File: config.mk
export PLATFORM = sky130hd
export DESIGN_NAME = scl_period_gen
export DESIGN_NICKNAME = d
export VERILOG_FILES = /design/src/rtl/scl_gen_pkg.sv /design/src/rtl/scl_line_sync.sv /design/src/rtl/scl_count_select.sv /design/src/rtl/scl_phase_fsm.sv /design/src/rtl/scl_period_gen.sv
export SDC_FILE = /design/constraint.sdc
export NUM_CORES = 1
export LEC_CHECK = 0
export BUFFER_PORTS_ARGS = -buffer_cell sky130_fd_sc_hd__buf_2
export CORE_MARGIN = 3
export CORE_UTILIZATION = 56
export DETAILED_ROUTE_END_ITERATION = 10
export PLACE_DENSITY = 0.87
export SLEW_MARGIN = 15
export SYNTH_ARGS = -nofsm -noshare
export SYNTH_HDL_FRONTEND = slang
export SYNTH_SLANG_ARGS = --single-unit
File: constraint.sdc
create_clock -name clk -period 4 [get_ports clk]
set_clock_uncertainty 0.05 [all_clocks]
set_input_delay 0.2 -clock clk [delete_from_list [all_inputs] [get_ports clk]]
set_output_delay 0.2 -clock clk [all_outputs]
set_load 0.1 [all_outputs]
File: src/rtl/scl_gen_pkg.sv
`timescale 1ns/1ps
package scl_gen_pkg;
   typedef enum logic [1:0] {
      PH_IDLE  = 2'd0,
      PH_START = 2'd1,
      PH_LOW   = 2'd2,
      PH_HIGH  = 2'd3
   } phase_e;
endpackage

File: src/rtl/scl_line_sync.sv
`timescale 1ns/1ps
module scl_line_sync #(
   parameter int STAGES = 2
) (
   input  logic clk,
   input  logic rst_n,
   input  logic line_in,
   output logic line_seen
);
   generate
      if (STAGES == 1) begin : g_single
         logic q;
         always_ff @(posedge clk or negedge rst_n) begin
            if (!rst_n) q <= 1'b1;
            else        q <= line_in;
         end
         assign line_seen = q;
      end else begin : g_chain
         logic [STAGES-1:0] q;
         always_ff @(posedge clk or negedge rst_n) begin
            if (!rst_n) q <= '1;
            else        q <= {q[STAGES-2:0], line_in};
         end
         assign line_seen = q[STAGES-1];
      end
   endgenerate
endmodule

File: src/rtl/scl_count_select.sv
`timescale 1ns/1ps
module scl_count_select #(
   parameter int CNT_W   = 16,
   parameter int MIN_CNT = 6
) (
   input  logic             fast_mode,
   input  logic [CNT_W-1:0] std_high,
   input  logic [CNT_W-1:0] std_low,
   input  logic [CNT_W-1:0] fast_high,
   input  logic [CNT_W-1:0] fast_low,
   output logic [CNT_W-1:0] high_eff,
   output logic [CNT_W-1:0] low_eff
);
   logic [CNT_W-1:0] high_sel, low_sel;

   assign high_sel = fast_mode ? fast_high : std_high;
   assign low_sel  = fast_mode ? fast_low  : std_low;

   generate
      if (MIN_CNT > 0) begin : g_clamp
         localparam logic [CNT_W-1:0] FLOOR = CNT_W'(MIN_CNT);
         assign high_eff = (high_sel < FLOOR) ? FLOOR : high_sel;
         assign low_eff  = (low_sel  < FLOOR) ? FLOOR : low_sel;
      end else begin : g_pass
         assign high_eff = high_sel;
         assign low_eff  = low_sel;
      end
   endgenerate
endmodule

File: src/rtl/scl_phase_fsm.sv
`timescale 1ns/1ps
module scl_phase_fsm
   import scl_gen_pkg::*;
#(
   parameter int CNT_W = 16
) (
   input  logic             clk,
   input  logic             rst_n,
   input  logic             enable,
   input  logic             start_req,
   input  logic             scl_seen,
   input  logic [CNT_W-1:0] high_cnt,
   input  logic [CNT_W-1:0] low_cnt,
   output logic             scl_pull,
   output logic             sda_start_pull
);
   localparam int CW = CNT_W + 1;
   localparam int START_OVH = 3;
   localparam int HIGH_OVH  = 8;
   localparam int LOW_OVH   = 1;

   phase_e        phase_q, phase_d;
   logic [CW-1:0] cnt_q, cnt_d;
   logic [CW-1:0] start_last, high_last, low_last;

   assign start_last = {1'b0, high_cnt} + CW'(START_OVH - 1);
   assign high_last  = {1'b0, high_cnt} + CW'(HIGH_OVH - 1);
   assign low_last   = {1'b0, low_cnt}  + CW'(LOW_OVH - 1);

   always_comb begin
      phase_d = phase_q;
      cnt_d   = cnt_q;
      if (!enable) begin
         phase_d = PH_IDLE;
         cnt_d   = '0;
      end else begin
         unique case (phase_q)
            PH_IDLE: begin
               cnt_d = '0;
               if (start_req && scl_seen) phase_d = PH_START;
            end
            PH_START: begin
               if (cnt_q == start_last) begin
                  phase_d = PH_LOW;
                  cnt_d   = '0;
               end else begin
                  cnt_d = cnt_q + 1'b1;
               end
            end
            PH_LOW: begin
               if (cnt_q == low_last) begin
                  phase_d = PH_HIGH;
                  cnt_d   = '0;
               end else begin
                  cnt_d = cnt_q + 1'b1;
               end
            end
            PH_HIGH: begin
               if (scl_seen) begin
                  if (cnt_q == high_last) begin
                     phase_d = PH_LOW;
                     cnt_d   = '0;
                  end else begin
                     cnt_d = cnt_q + 1'b1;
                  end
               end
            end
            default: begin
               phase_d = PH_IDLE;
               cnt_d   = '0;
            end
         endcase
      end
   end

   always_ff @(posedge clk or negedge rst_n) begin
      if (!rst_n) begin
         phase_q <= PH_IDLE;
         cnt_q   <= '0;
      end else begin
         phase_q <= phase_d;
         cnt_q   <= cnt_d;
      end
   end

   assign scl_pull       = (phase_q == PH_LOW);
   assign sda_start_pull = (phase_q == PH_START);
endmodule

File: src/rtl/scl_period_gen.sv
`timescale 1ns/1ps
module scl_period_gen #(
   parameter int CNT_W       = 16,
   parameter int MIN_CNT     = 6,
   parameter int SYNC_STAGES = 2
) (
   input  logic             clk,
   input  logic             rst_n,
   input  logic             enable,
   input  logic             fast_mode,
   input  logic             start_req,
   input  logic [CNT_W-1:0] std_high_cnt,
   input  logic [CNT_W-1:0] std_low_cnt,
   input  logic [CNT_W-1:0] fast_high_cnt,
   input  logic [CNT_W-1:0] fast_low_cnt,
   input  logic             scl_in,
   output logic             scl_pull,
   output logic             sda_start_pull
);
   generate
      if (CNT_W < 4 || CNT_W > 30) begin : g_bad_width
         $error("scl_period_gen: CNT_W out of range");
      end
      if (SYNC_STAGES < 1) begin : g_bad_sync
         $error("scl_period_gen: SYNC_STAGES must be at least 1");
      end
      if (MIN_CNT < 0 || MIN_CNT >= (1 << CNT_W)) begin : g_bad_min
         $error("scl_period_gen: MIN_CNT does not fit CNT_W");
      end
   endgenerate

   logic             scl_seen;
   logic [CNT_W-1:0] high_eff, low_eff;

   scl_line_sync #(.STAGES(SYNC_STAGES)) u_sync (
      .clk       (clk),
      .rst_n     (rst_n),
      .line_in   (scl_in),
      .line_seen (scl_seen)
   );

   scl_count_select #(.CNT_W(CNT_W), .MIN_CNT(MIN_CNT)) u_sel (
      .fast_mode (fast_mode),
      .std_high  (std_high_cnt),
      .std_low   (std_low_cnt),
      .fast_high (fast_high_cnt),
      .fast_low  (fast_low_cnt),
      .high_eff  (high_eff),
      .low_eff   (low_eff)
   );

   scl_phase_fsm #(.CNT_W(CNT_W)) u_fsm (
      .clk            (clk),
      .rst_n          (rst_n),
      .enable         (enable),
      .start_req      (start_req),
      .scl_seen       (scl_seen),
      .high_cnt       (high_eff),
      .low_cnt        (low_eff),
      .scl_pull       (scl_pull),
      .sda_start_pull (sda_start_pull)
   );
endmodule

* Yosys cells after proc, flatten, opt, wreduce, memory -nomap -nowiden
Index checks and enable logic that the tools add are counted. Widths: inputs -> output; s select.
Storage, ports and cells: latch bits 0, bits in writable memories 0, bits of input ports 70, memory bits (read-only) 0, memories kept 0, word-level logic and storage cells 39, register bits after elaboration 21, output and inout port bits 2
Operators by class: reductions and logical operators 3, multipliers 0, bitwise logic cells 0, add/subtract/negate cells 3, divide/modulo/power cells 0, shift operators 0, multiplexer cells 17, order comparisons 2, equality and inequality tests 11
Operator list (count):
- $mux 17 | 5
- $pmux 17 s4 | 1
- $mux 16 | 4
- $eq 17x17->1 | 2
- $lt 16x3->1 const B | 2
- $add 16x2->17 const B | 1
- $add 16x3->17 const B | 1
- $add 17x1->17 const B | 1
- $eq 17x16->1 | 1
- $mux 2 | 6
- $ne 3x2->1 const B | 4
- $pmux 2 s4 | 1
- $reduce_and 5->1 | 1
- $eq 2x2->1 const B | 2
- $ne 3x3->1 const B | 1
- $eq 2x1->1 const B | 1
- $logic_not 2->1 | 1
- $logic_and 1x1->1 | 1

* Longest topological paths before layout
Gate-level depths: netlist (run 1).
depth after elaboration 9, gate-level depth with buffers 18

* By module
A second synthesis (run 1) with hierarchy kept.
Unflattened totals: cell total of the unflattened synthesis 367, area, all modules 2995.4 sq um
By module, submodules not included:
- scl_phase_fsm | times used 1, cells each 296, area an instance 2338.5 sq um
- scl_count_select | times used 1, cells each 69, area an instance 604.3 sq um
- scl_line_sync | times used 1, cells each 2, area an instance 52.6 sq um

* Least setup slack after synthesis (run 1)
OpenSTA, ideal clock, no wires.
path kind input to register, from input port fast_mode, to register u_fsm.cnt_q[11], stages on the path 17, arrival 4.101 ns, path buffers 3, required time 3.814 ns, setup time 0.136 ns, slack -0.287 ns, cells stage by stage buf_6 mux2i_1 nand3_1 a2111oi_4 clkbuf_1 nor2_1 ha_1 xor2_1 o211a_1 o221ai_1 a2111oi_0 o2111ai_1 or4_1 o211a_4 o21ai_4 buf_4 o211ai_1
Between the ends: longest elaborated chain between the ends 9, elaborated cells on any way between the ends 17, classes of those cells 2 x add/sub; 2 x order compare; 3 x eq/ne; 10 x mux
RTL lines:
- start, declared | RTL line scl_period_gen.sv:10 | input logic fast_mode,
- $mux 16 | RTL line scl_count_select.sv:16 | assign high_sel = fast_mode ? fast_high : std_high;
- $lt 16x3->1 | RTL line scl_count_select.sv:22 | assign high_eff = (high_sel < FLOOR) ? FLOOR : high_sel;
- $mux 16 | RTL line scl_count_select.sv:22
- $add 16x3->17 | RTL line scl_phase_fsm.sv:27 | assign high_last = {1'b0, high_cnt} + CW'(HIGH_OVH - 1);
- $eq 17x17->1 | RTL line scl_phase_fsm.sv:60 | if (cnt_q == high_last) begin
- $mux 17 | RTL line scl_phase_fsm.sv:60
- $mux 17 | RTL line scl_phase_fsm.sv:59 | if (scl_seen) begin
- $pmux 17 s4 (*) | RTL line scl_phase_fsm.sv:37 | unique case (phase_q)
- $mux 17 (*) | RTL line scl_phase_fsm.sv:33 | if (!enable) begin
- end signal, assigned | RTL line scl_phase_fsm.sv:82 | cnt_q <= cnt_d;
- end, declared | RTL line scl_phase_fsm.sv:23 | logic [CW-1:0] cnt_q, cnt_d;
Every way passes the cells marked *; elsewhere a longest branch is shown, timed or not. The select of a mux whose other input is x is not followed. A chain may end at the register's enable or synchronous reset.

* Final worst setup path (run 1)
from input port std_high_cnt[11], to register u_fsm.cnt_q[2]
Between the ends: longest elaborated chain between the ends 9, elaborated cells on any way between the ends 12, classes of those cells 2 x add/sub; 1 x order compare; 2 x eq/ne; 7 x mux
RTL lines:
- start, declared | RTL line scl_period_gen.sv:12 | input logic [CNT_W-1:0] std_high_cnt,
- $mux 16 (*) | RTL line scl_count_select.sv:16
- $lt 16x3->1 | RTL line scl_count_select.sv:22
- $mux 16 (*) | RTL line scl_count_select.sv:22
- $add 16x3->17 | RTL line scl_phase_fsm.sv:27
- $eq 17x17->1 | RTL line scl_phase_fsm.sv:60
- $mux 17 | RTL line scl_phase_fsm.sv:60
- $mux 17 | RTL line scl_phase_fsm.sv:59
- $pmux 17 s4 (*) | RTL line scl_phase_fsm.sv:37
- $mux 17 (*) | RTL line scl_phase_fsm.sv:33
Marked as above.

==> results.sh, run 1 <==
export IMPL_status="finished, final reports clean"
export IMPL_synthesis_area_sq_mm=0.00316
export IMPL_cp_max_fo=16
export IMPL_yosysTopAreaCell="dfrtp_1"
export IMPL_grt_ovfl_total=0
export IMPL_routed_wl_um=10700
export IMPL_yosys_top_cells_count="50 x nand2_1, 32 x mux2i_1, 23 x xnor2_1"
export IMPL_worst_slew_pin_slew_ns=0.902
export IMPL_portBuffers=71
export IMPL_cp_start_kind="input port"
export IMPL_finalSetupViolations=0
export IMPL_reg2reg_slack_ns=0.93
export IMPL_clk_pin_slew_ns=0.08
export IMPL_die_area_sq_mm=0.00658
export IMPL_slowest_stage="or4_4"
export IMPL_fmax_mhz=259
export IMPL_instances_no_fill=572
export IMPL_synth_edf_count=0
export IMPL_cp_data_required_time_ns=4.07
export IMPL_p_per_area_mw_per_mm2=160
export IMPL_vias_per_cell=6.60
export IMPL_gp_congestion=1.02
export IMPL_holdWs_ns=0.270
export IMPL_nets=576
export IMPL_setup_ws_ns=0.136
export IMPL_core_sq_mm=0.00527
export IMPL_slew_headroom=0.397
export IMPL_root_buffer="clkbuf_8"
export IMPL_dp_cells=565
export IMPL_syn_num_nets=482
export IMPL_antenna_found_initial=0
export IMPL_start_util=0.600
export IMPL_min_path_type="input port to register"
export IMPL_post_route_period_util=0.966
export IMPL_maxSlewViolCount=0
export IMPL_cap_violations=0
export IMPL_rr_worst_depth=10
export IMPL_setup_tns_ns=0
export IMPL_peakVddDrop_uv=230
export IMPL_cts_sinks=21
export IMPL_worstSetupStartpoint="std_high_cnt[11]"
export IMPL_avgRoutedWirePerCell_um=18.7
export IMPL_r2r_end="u_fsm.cnt_q[2]$_DFFE_PN0P_"
export IMPL_crit_type="input port to register"
export IMPL_postCtsSetupRepairBufs=0
export IMPL_multi_input_area_sq_mm=0.00259
export IMPL_grt_pass1_wl_um=17000
export IMPL_netlist_instances=409
export IMPL_worst_path_largest_cell_delay_ns=0.48
export IMPL_fin_area_sq_mm=0.00405
export IMPL_regArea_sq_um=528
export IMPL_dieWidth_um=81.1
export IMPL_yosysSeqAreaShare=0.167
export IMPL_placed_area_sq_mm=0.00392
export IMPL_critPathCapture="u_fsm.cnt_q[2]$_DFFE_PN0P_"
export IMPL_grt_util_all_layers=0.328
export IMPL_drtIter0Drc=336
export IMPL_clockBufferDepth=2
export IMPL_drive_gt1_frac=0.325
export IMPL_syn2layout_area_growth_pct=28.2
export IMPL_drc=0
export IMPL_power_leakage_nw=1.63
export IMPL_arrival_ns=3.93
export IMPL_vias=3776
export IMPL_period_needed_ns=3.86
export IMPL_place_ws_ns=-0.360
export IMPL_rows=26
export IMPL_cts_inserted_buffers=3
export IMPL_grt_max_degree=39
export IMPL_ys_seq_elements=21
export IMPL_die_y_um=81.1
export IMPL_synth_top_area_share=0.150
export IMPL_dp_hpwl_um=8320
export IMPL_grt_pass1_vias=3699
export IMPL_synthDistinctLibCells=67
export IMPL_ys_top_cells_by_area="dfrtp_1 15%, mux2i_1 10%, xnor2_1 6.4%"
export IMPL_synth_most_common_cell="nand2_1"
export IMPL_cp_end_kind="register"
export IMPL_dr_pass1_iters=5
export IMPL_r2r_start="u_fsm.cnt_q[2]$_DFFE_PN0P_"
export IMPL_antenna_left=0
export IMPL_io_pins=72
export IMPL_async_reset_ff_frac=1.00
export IMPL_syn_area_per_cell_sq_um=7.73
export IMPL_fillCellCount=395
export IMPL_synth_flop_cell="dfrtp_1"
export IMPL_worstPathCellList="buf_2 > nor4_2 > nand3b_1 > a2111oi_4 > buf_4 > nor2_4 > ha_1 > xor2_1 > o211a_1 > o221ai_1 > a2111oi_2 > o2111ai_1 > or4_4 > o211a_4 > o21ai_4 > buf_12 > o311ai_0"
export IMPL_hold_viol_final=0
export IMPL_clk_latency_ns=0.27
export IMPL_htreeDepth=1
export IMPL_yosysWarnings=0
export IMPL_antenna_diode_count=0
export IMPL_cts_tree="done"
## routing by layer
metal  wire length, um  up-vias  GRT usage
li1                  -     1744          -
met1              4020     1772      0.388
met3               844       41     0.0421
met4               345        0      0.155
met2              5490      219      0.583
met5                 0        -          0
## report_power, final
part | total, mW | internal, mW | switching [mW]
Clock | 0.142 | 0.0696 | 0.0721
Sequential | 0.218 | 0.215 | 0.00330
Combinational | 0.290 | 0.129 | 0.161
## worst max-delay path: cells and delay by family
family | cells | cell delay [ns]
XOR/XNOR | 1 | 0.15
buffers and inverters | 3 | 0.47
AND/OR/NAND/NOR | 4 | 0.96
adder cells (fa/ha/maj) | 1 | 0.30
AO/OA/AOI/OAI | 8 | 1.85
## worst min-delay path by stage
stage                                    to  slack, ns  startpoint  cells past startpoint
2_1_floorplan    u_fsm.cnt_q[0]$_DFFE_PN0P_      -0.15       rst_n                      0
3_3_place_gp     u_fsm.cnt_q[1]$_DFFE_PN0P_       0.13       rst_n                      1
3_5_place_dp     u_fsm.cnt_q[3]$_DFFE_PN0P_       0.13       rst_n                      1
4_1_cts        u_fsm.phase_q[0]$_DFFE_PN0P_       0.28   start_req                      3
5_1_grt        u_fsm.phase_q[0]$_DFFE_PN0P_       0.28   start_req                      3
6_report       u_fsm.phase_q[0]$_DFFE_PN0P_       0.27   start_req                      3
## state kept, by name, indices dropped and copies added, names as in the netlist
signal and cells:
u_fsm.cnt_q 17, u_sync.g_chain.q 2, u_fsm.phase_q 2
## metrics by stage
step	util	power [mW]
final	0.769	0.650
after detailed placement	0.744	0.499
after global routing	0.769	0.684
after floorplan	-	0.387
after global placement	0.744	0.492
after CTS	0.761	0.639
## cells by family after synthesis
kind of cell / after synthesis / share of synthesized area
AOI/OAI and AO/OA: 106 / 0.265
xor gates and xnor gates: 39 / 0.108
adders and majority gates: 3 / 0.0119
buffers and inverters: 46 / 0.0704
DFF: 21 / 0.167
muxes: 36 / 0.116
and+or+nand+nor: 158 / 0.262
## placed cells by master (no fill, tap or decap), types with 4 or more instances in the layout
master,instances
o2111ai_2,9
o2111ai_1,6
inv_1,13
nor3_1,7
a31oi_1,4
nand3_1,20
buf_4,48
xnor2_1,23
dfrtp_1,19
o22ai_1,4
mux2_2,4
a22oi_1,4
nand4_1,8
buf_2,70
nand2_1,50
o221ai_1,4
a21oi_1,9
nor2b_1,5
and2_1,4
nor2_1,19
mux2i_1,29
xor2_1,15
o21ai_0,9
nand3b_1,10
o211ai_1,14
o311ai_0,5
nor4_1,10
## area by class of cell
class | count | area share
Multi-Input combinational cell | 343 | 0.639
Timing Repair Buffer | 121 | 0.185
Sequential cell | 21 | 0.130
Tap cell | 70 | 0.0216
Inverter | 13 | 0.0120
Clock buffer | 3 | 0.0102
Clock inverter | 1 | 0.00123
## timing repair
item / in CTS / in global routing
endpoints found under the hold margin: 20 / 0
cloned: 0 / 1
pin swaps: 2 / 7
endpoints found under the setup margin: 15 / 17
resized for setup: 5 / 7
hold buffers: 2 / 0
No activity file was read; power rests on OpenSTA's default activity.
==> run 2: changes to the inputs <==
--- a/config.mk
+++ b/config.mk
@@ -5,11 +5,12 @@
 export SDC_FILE = /design/constraint.sdc
 export NUM_CORES = 1
 export LEC_CHECK = 0
+export ABC_AREA = 1
 export BUFFER_PORTS_ARGS = -buffer_cell sky130_fd_sc_hd__buf_2
 export CORE_MARGIN = 3
-export CORE_UTILIZATION = 56
+export CORE_UTILIZATION = 57
 export DETAILED_ROUTE_END_ITERATION = 10
-export PLACE_DENSITY = 0.87
+export PLACE_DENSITY = 0.88
 export SLEW_MARGIN = 15
 export SYNTH_ARGS = -nofsm -noshare
 export SYNTH_HDL_FRONTEND = slang
==> run 2 against run 1 <==
Effect of this change: power increased by 39%; sequential power increased by 15%; sequential share of layout area increased by 0.92 points; cell count increased by 20%; non-clock buffer count decreased by 48; hold slack improved by 0.025 ns; clock-buffer cell count unchanged; synthesized cell count increased by 34%; routed wire length decreased by 11%; critical path depth increased by 6; register-to-register slack improved by 0.39 ns; core utilization decreased by 9.8 points; critical path type unchanged; highest routed layer unchanged.
==> results.sh, run 2 <==
export IMPL_status="finished, final reports clean"
export IMPL_antenna_left=0
export IMPL_vias_per_cell=5.31
export IMPL_setup_ws_ns=0.543
export IMPL_clkPwrFrac=0.158
export IMPL_yosys_top_cells_count="169 x nand2_1, 63 x inv_1, 51 x nor2_1"
export IMPL_synth_flop_cell="dfrtp_1"
export IMPL_hold_path_end="u_fsm.phase_q[0]$_DFFE_PN0P_"
export IMPL_setup_tns_ns=0
export IMPL_antenna_found_initial=0
export IMPL_synth_top_family_by_area="simple AND/OR/NAND/NOR gates"
export IMPL_worstHoldStart="enable"
export IMPL_clk_pin_slew_ns=0.08
export IMPL_rows=27
export IMPL_min_path_type="input port to register"
export IMPL_cp_start_kind="input port"
export IMPL_power_leakage_nw=1.96
export IMPL_synth_compound_area_frac=0.0705
export IMPL_reg2reg_slack_ns=1.32
export IMPL_largestRegisters="u_fsm.cnt_q x17, u_fsm.phase_q x2, u_sync.g_chain.q x2"
export IMPL_clockBufferDepth=2
export IMPL_switching_share=0.497
export IMPL_dp_cells=679
export IMPL_grt_max_degree=37
export IMPL_io_pins=72
export IMPL_yosysSeqAreaShare=0.156
export IMPL_r2r_start="u_fsm.cnt_q[1]$_DFFE_PN0P_"
export IMPL_r2r_end="u_fsm.cnt_q[15]$_DFFE_PN0P_"
export IMPL_dieWidth_um=83.1
export IMPL_rr_worst_depth=11
export IMPL_pwr_share_seq=0.278
export IMPL_fin_area_sq_mm=0.00378
export IMPL_root_buffer="clkbuf_8"
export IMPL_clk_latency_ns=0.26
export IMPL_crit_type="input port to register"
export IMPL_cp_data_required_time_ns=4.09
export IMPL_rsz0062_at_grt="false"
export IMPL_grt_pass1_vias=3455
export IMPL_synth_most_common_cell="nand2_1"
export IMPL_instances_no_fill=685
export IMPL_synth_xor_area_share=0.144
export IMPL_async_reset_ff_frac=1.00
export IMPL_vias=3640
export IMPL_start_util=0.601
export IMPL_cap_violations=0
export IMPL_layout_commonest_cell="nand2_1"
export IMPL_syn_area_per_cell_sq_um=6.17
export IMPL_cts_inserted_buffers=3
export IMPL_post_cts_resize_count=0
export IMPL_syn2layout_area_growth_pct=11.6
export IMPL_dp_hpwl_um=8030
export IMPL_die_y_um=83.1
export IMPL_grt_util_all_layers=0.277
export IMPL_nets=687
export IMPL_fillCellCount=524
export IMPL_period_needed_ns=3.46
export IMPL_cts_sinks=21
export IMPL_p_int_mw=0.454
export IMPL_cp_end_kind="register"
export IMPL_synth_fa_ha_area_frac=0.0111
export IMPL_holdWs_ns=0.295
export IMPL_synthSimpleGateAreaFrac=0.507
export IMPL_mostFrequentLayoutCells="169 x nand2_1, 71 x buf_2, 63 x inv_1"
export IMPL_ys_seq_elements=21
export IMPL_avgRoutedWirePerCell_um=13.8
export IMPL_portBuffers=71
export IMPL_drc=0
export IMPL_core_sq_mm=0.00564
export IMPL_htreeDepth=1
export IMPL_p_sw_mw=0.449
export IMPL_post_route_period_util=0.864
export IMPL_drive_gt1_frac=0.240
export IMPL_syn_num_nets=623
export IMPL_arrival_ns=3.55
export IMPL_synthesis_area_sq_mm=0.00339
export IMPL_fmax_mhz=289
export IMPL_worst_slew_pin_slew_ns=0.571
export IMPL_gp_congestion=0.942
export IMPL_placed_area_sq_mm=0.00372
export IMPL_antenna_diode_count=0
export IMPL_ys_top_cells_by_area="nand2_1 19%, dfrtp_1 14%, xor2_1 12%"
export IMPL_hold_viol_final=0
export IMPL_grt_ovfl_total=0
export IMPL_yosysWarnings=0
export IMPL_p_per_area_mw_per_mm2=239
export IMPL_largest_reg_flops=17
export IMPL_synthMuxAreaShare=0
export IMPL_finalSetupViolations=0
export IMPL_synthDistinctLibCells=44
export IMPL_grt_pass1_wl_um=16000
export IMPL_peakVddDrop_uv=201
export IMPL_drtIter0Drc=284
export IMPL_synth_edf_count=0
export IMPL_place_ws_ns=0.305
export IMPL_synth_top_area_share=0.187
export IMPL_regMostFlops="u_fsm.cnt_q"
export IMPL_yosysTopAreaCell="nand2_1"
export IMPL_min_path_cells=5
export IMPL_slew_headroom=0.619
export IMPL_cp_max_fo=36
export IMPL_routed_wl_um=9480
export IMPL_cts_tree="done"
export IMPL_maxSlewViolCount=0
export IMPL_dr_pass1_iters=5
export IMPL_die_area_sq_mm=0.00691
export IMPL_netlist_instances=550
export IMPL_pwr_share_comb=0.564
==> run 2: cell types whose count changed in the layout (fill, tap and decap cells not counted), sizes merged, moves of 13 or more <==
cell,change
nand2,+153
mux2i,-32
o21ai,+13
buf,-48
nor2,+40
inv,+53
o2111ai,-15
o211ai,-14
xnor2,-16
xor2,+31
nand3,+31
==> run 2: worst max path at each step <==
stage                    from                    endpoint  cells after the start
global route        fast_mode  u_fsm.cnt_q[7]$_DFFE_PN0P_                     23
detailed placement  fast_mode  u_fsm.cnt_q[6]$_DFFE_PN0P_                     23
finish              fast_mode  u_fsm.cnt_q[7]$_DFFE_PN0P_                     23
global placement    fast_mode  u_fsm.cnt_q[9]$_DFFE_PN0P_                     23
floorplan           fast_mode  u_fsm.cnt_q[0]$_DFFE_PN0P_                     24
CTS                 fast_mode  u_fsm.cnt_q[7]$_DFFE_PN0P_                     23
==> run 2: routing by layer <==
layer | vias up | GRT usage | share of wire
met4 | 0 | 0.0728 | 0.028
met1 | 1646 | 0.377 | 0.44
met5 | - | 0 | 0
met3 | 18 | 0.0387 | 0.066
li1 | 1848 | - | -
met2 | 128 | 0.459 | 0.46
==> run 2: critical path, cell delays in order <==
cell and delay (ns):
buf_2 0.46, inv_4 0.27, nand2_1 0.14, nand2_2 0.11
nor2_2 0.12, nand2_2 0.07, nor2_4 0.12, nand2_4 0.09
nand2_1 0.11, inv_1 0.07, ha_1 0.22, o21ai_2 0.24
nand2_1 0.13, xor2_1 0.14, o21ai_0 0.09, inv_1 0.07
nand3_1 0.09, nor3_2 0.19, nand3_2 0.11, nand2_2 0.07
nand2_2 0.07, nand2_4 0.21, o21ai_0 0.14
==> run 2: final cells by class <==
type | count | area (sq um) | area share
clock buffer | 3 | 41.3 | 0.0109
clock inverter | 1 | 5.00 | 0.00132
inverter | 69 | 262 | 0.0691
multi-input combinational | 446 | 2480 | 0.656
sequential | 21 | 528 | 0.140
tap | 72 | 90.1 | 0.0238
timing repair buffer | 73 | 375 | 0.0992
==> run 2: logic make-up after synthesis <==
| kind of cell | Yosys count |
|---|---|
| flops | 21 |
| simple gates | 353 |
| xor+xnor | 54 |
| buf+inv | 83 |
| fa+ha+maj | 3 |
| compound gates | 36 |
==> run 2: power groups by stage <==
stage	clock [mW]	sequential (mW)	combinational, mW
after CTS	0.144	0.250	0.505
final	0.143	0.251	0.510
after global placement	0	0.253	0.497
after floorplan	0	0.248	0.411
after detailed placement	0	0.255	0.501
after global routing	0.153	0.254	0.564
==> run 2: timing repair <==
item                                    in CTS  in global routing
buffers inserted                             0                  0
hold buffers                                 2                  0
endpoints found under the setup margin       0                  0
endpoints found under the hold margin       20                  0
==> run 2: stage by stage <==
stage	utilization	power, mW
after global routing	0.671	0.971
after floorplan	-	0.659
final	0.671	0.903
after CTS	0.671	0.899
after global placement	0.659	0.750
after detailed placement	0.659	0.756
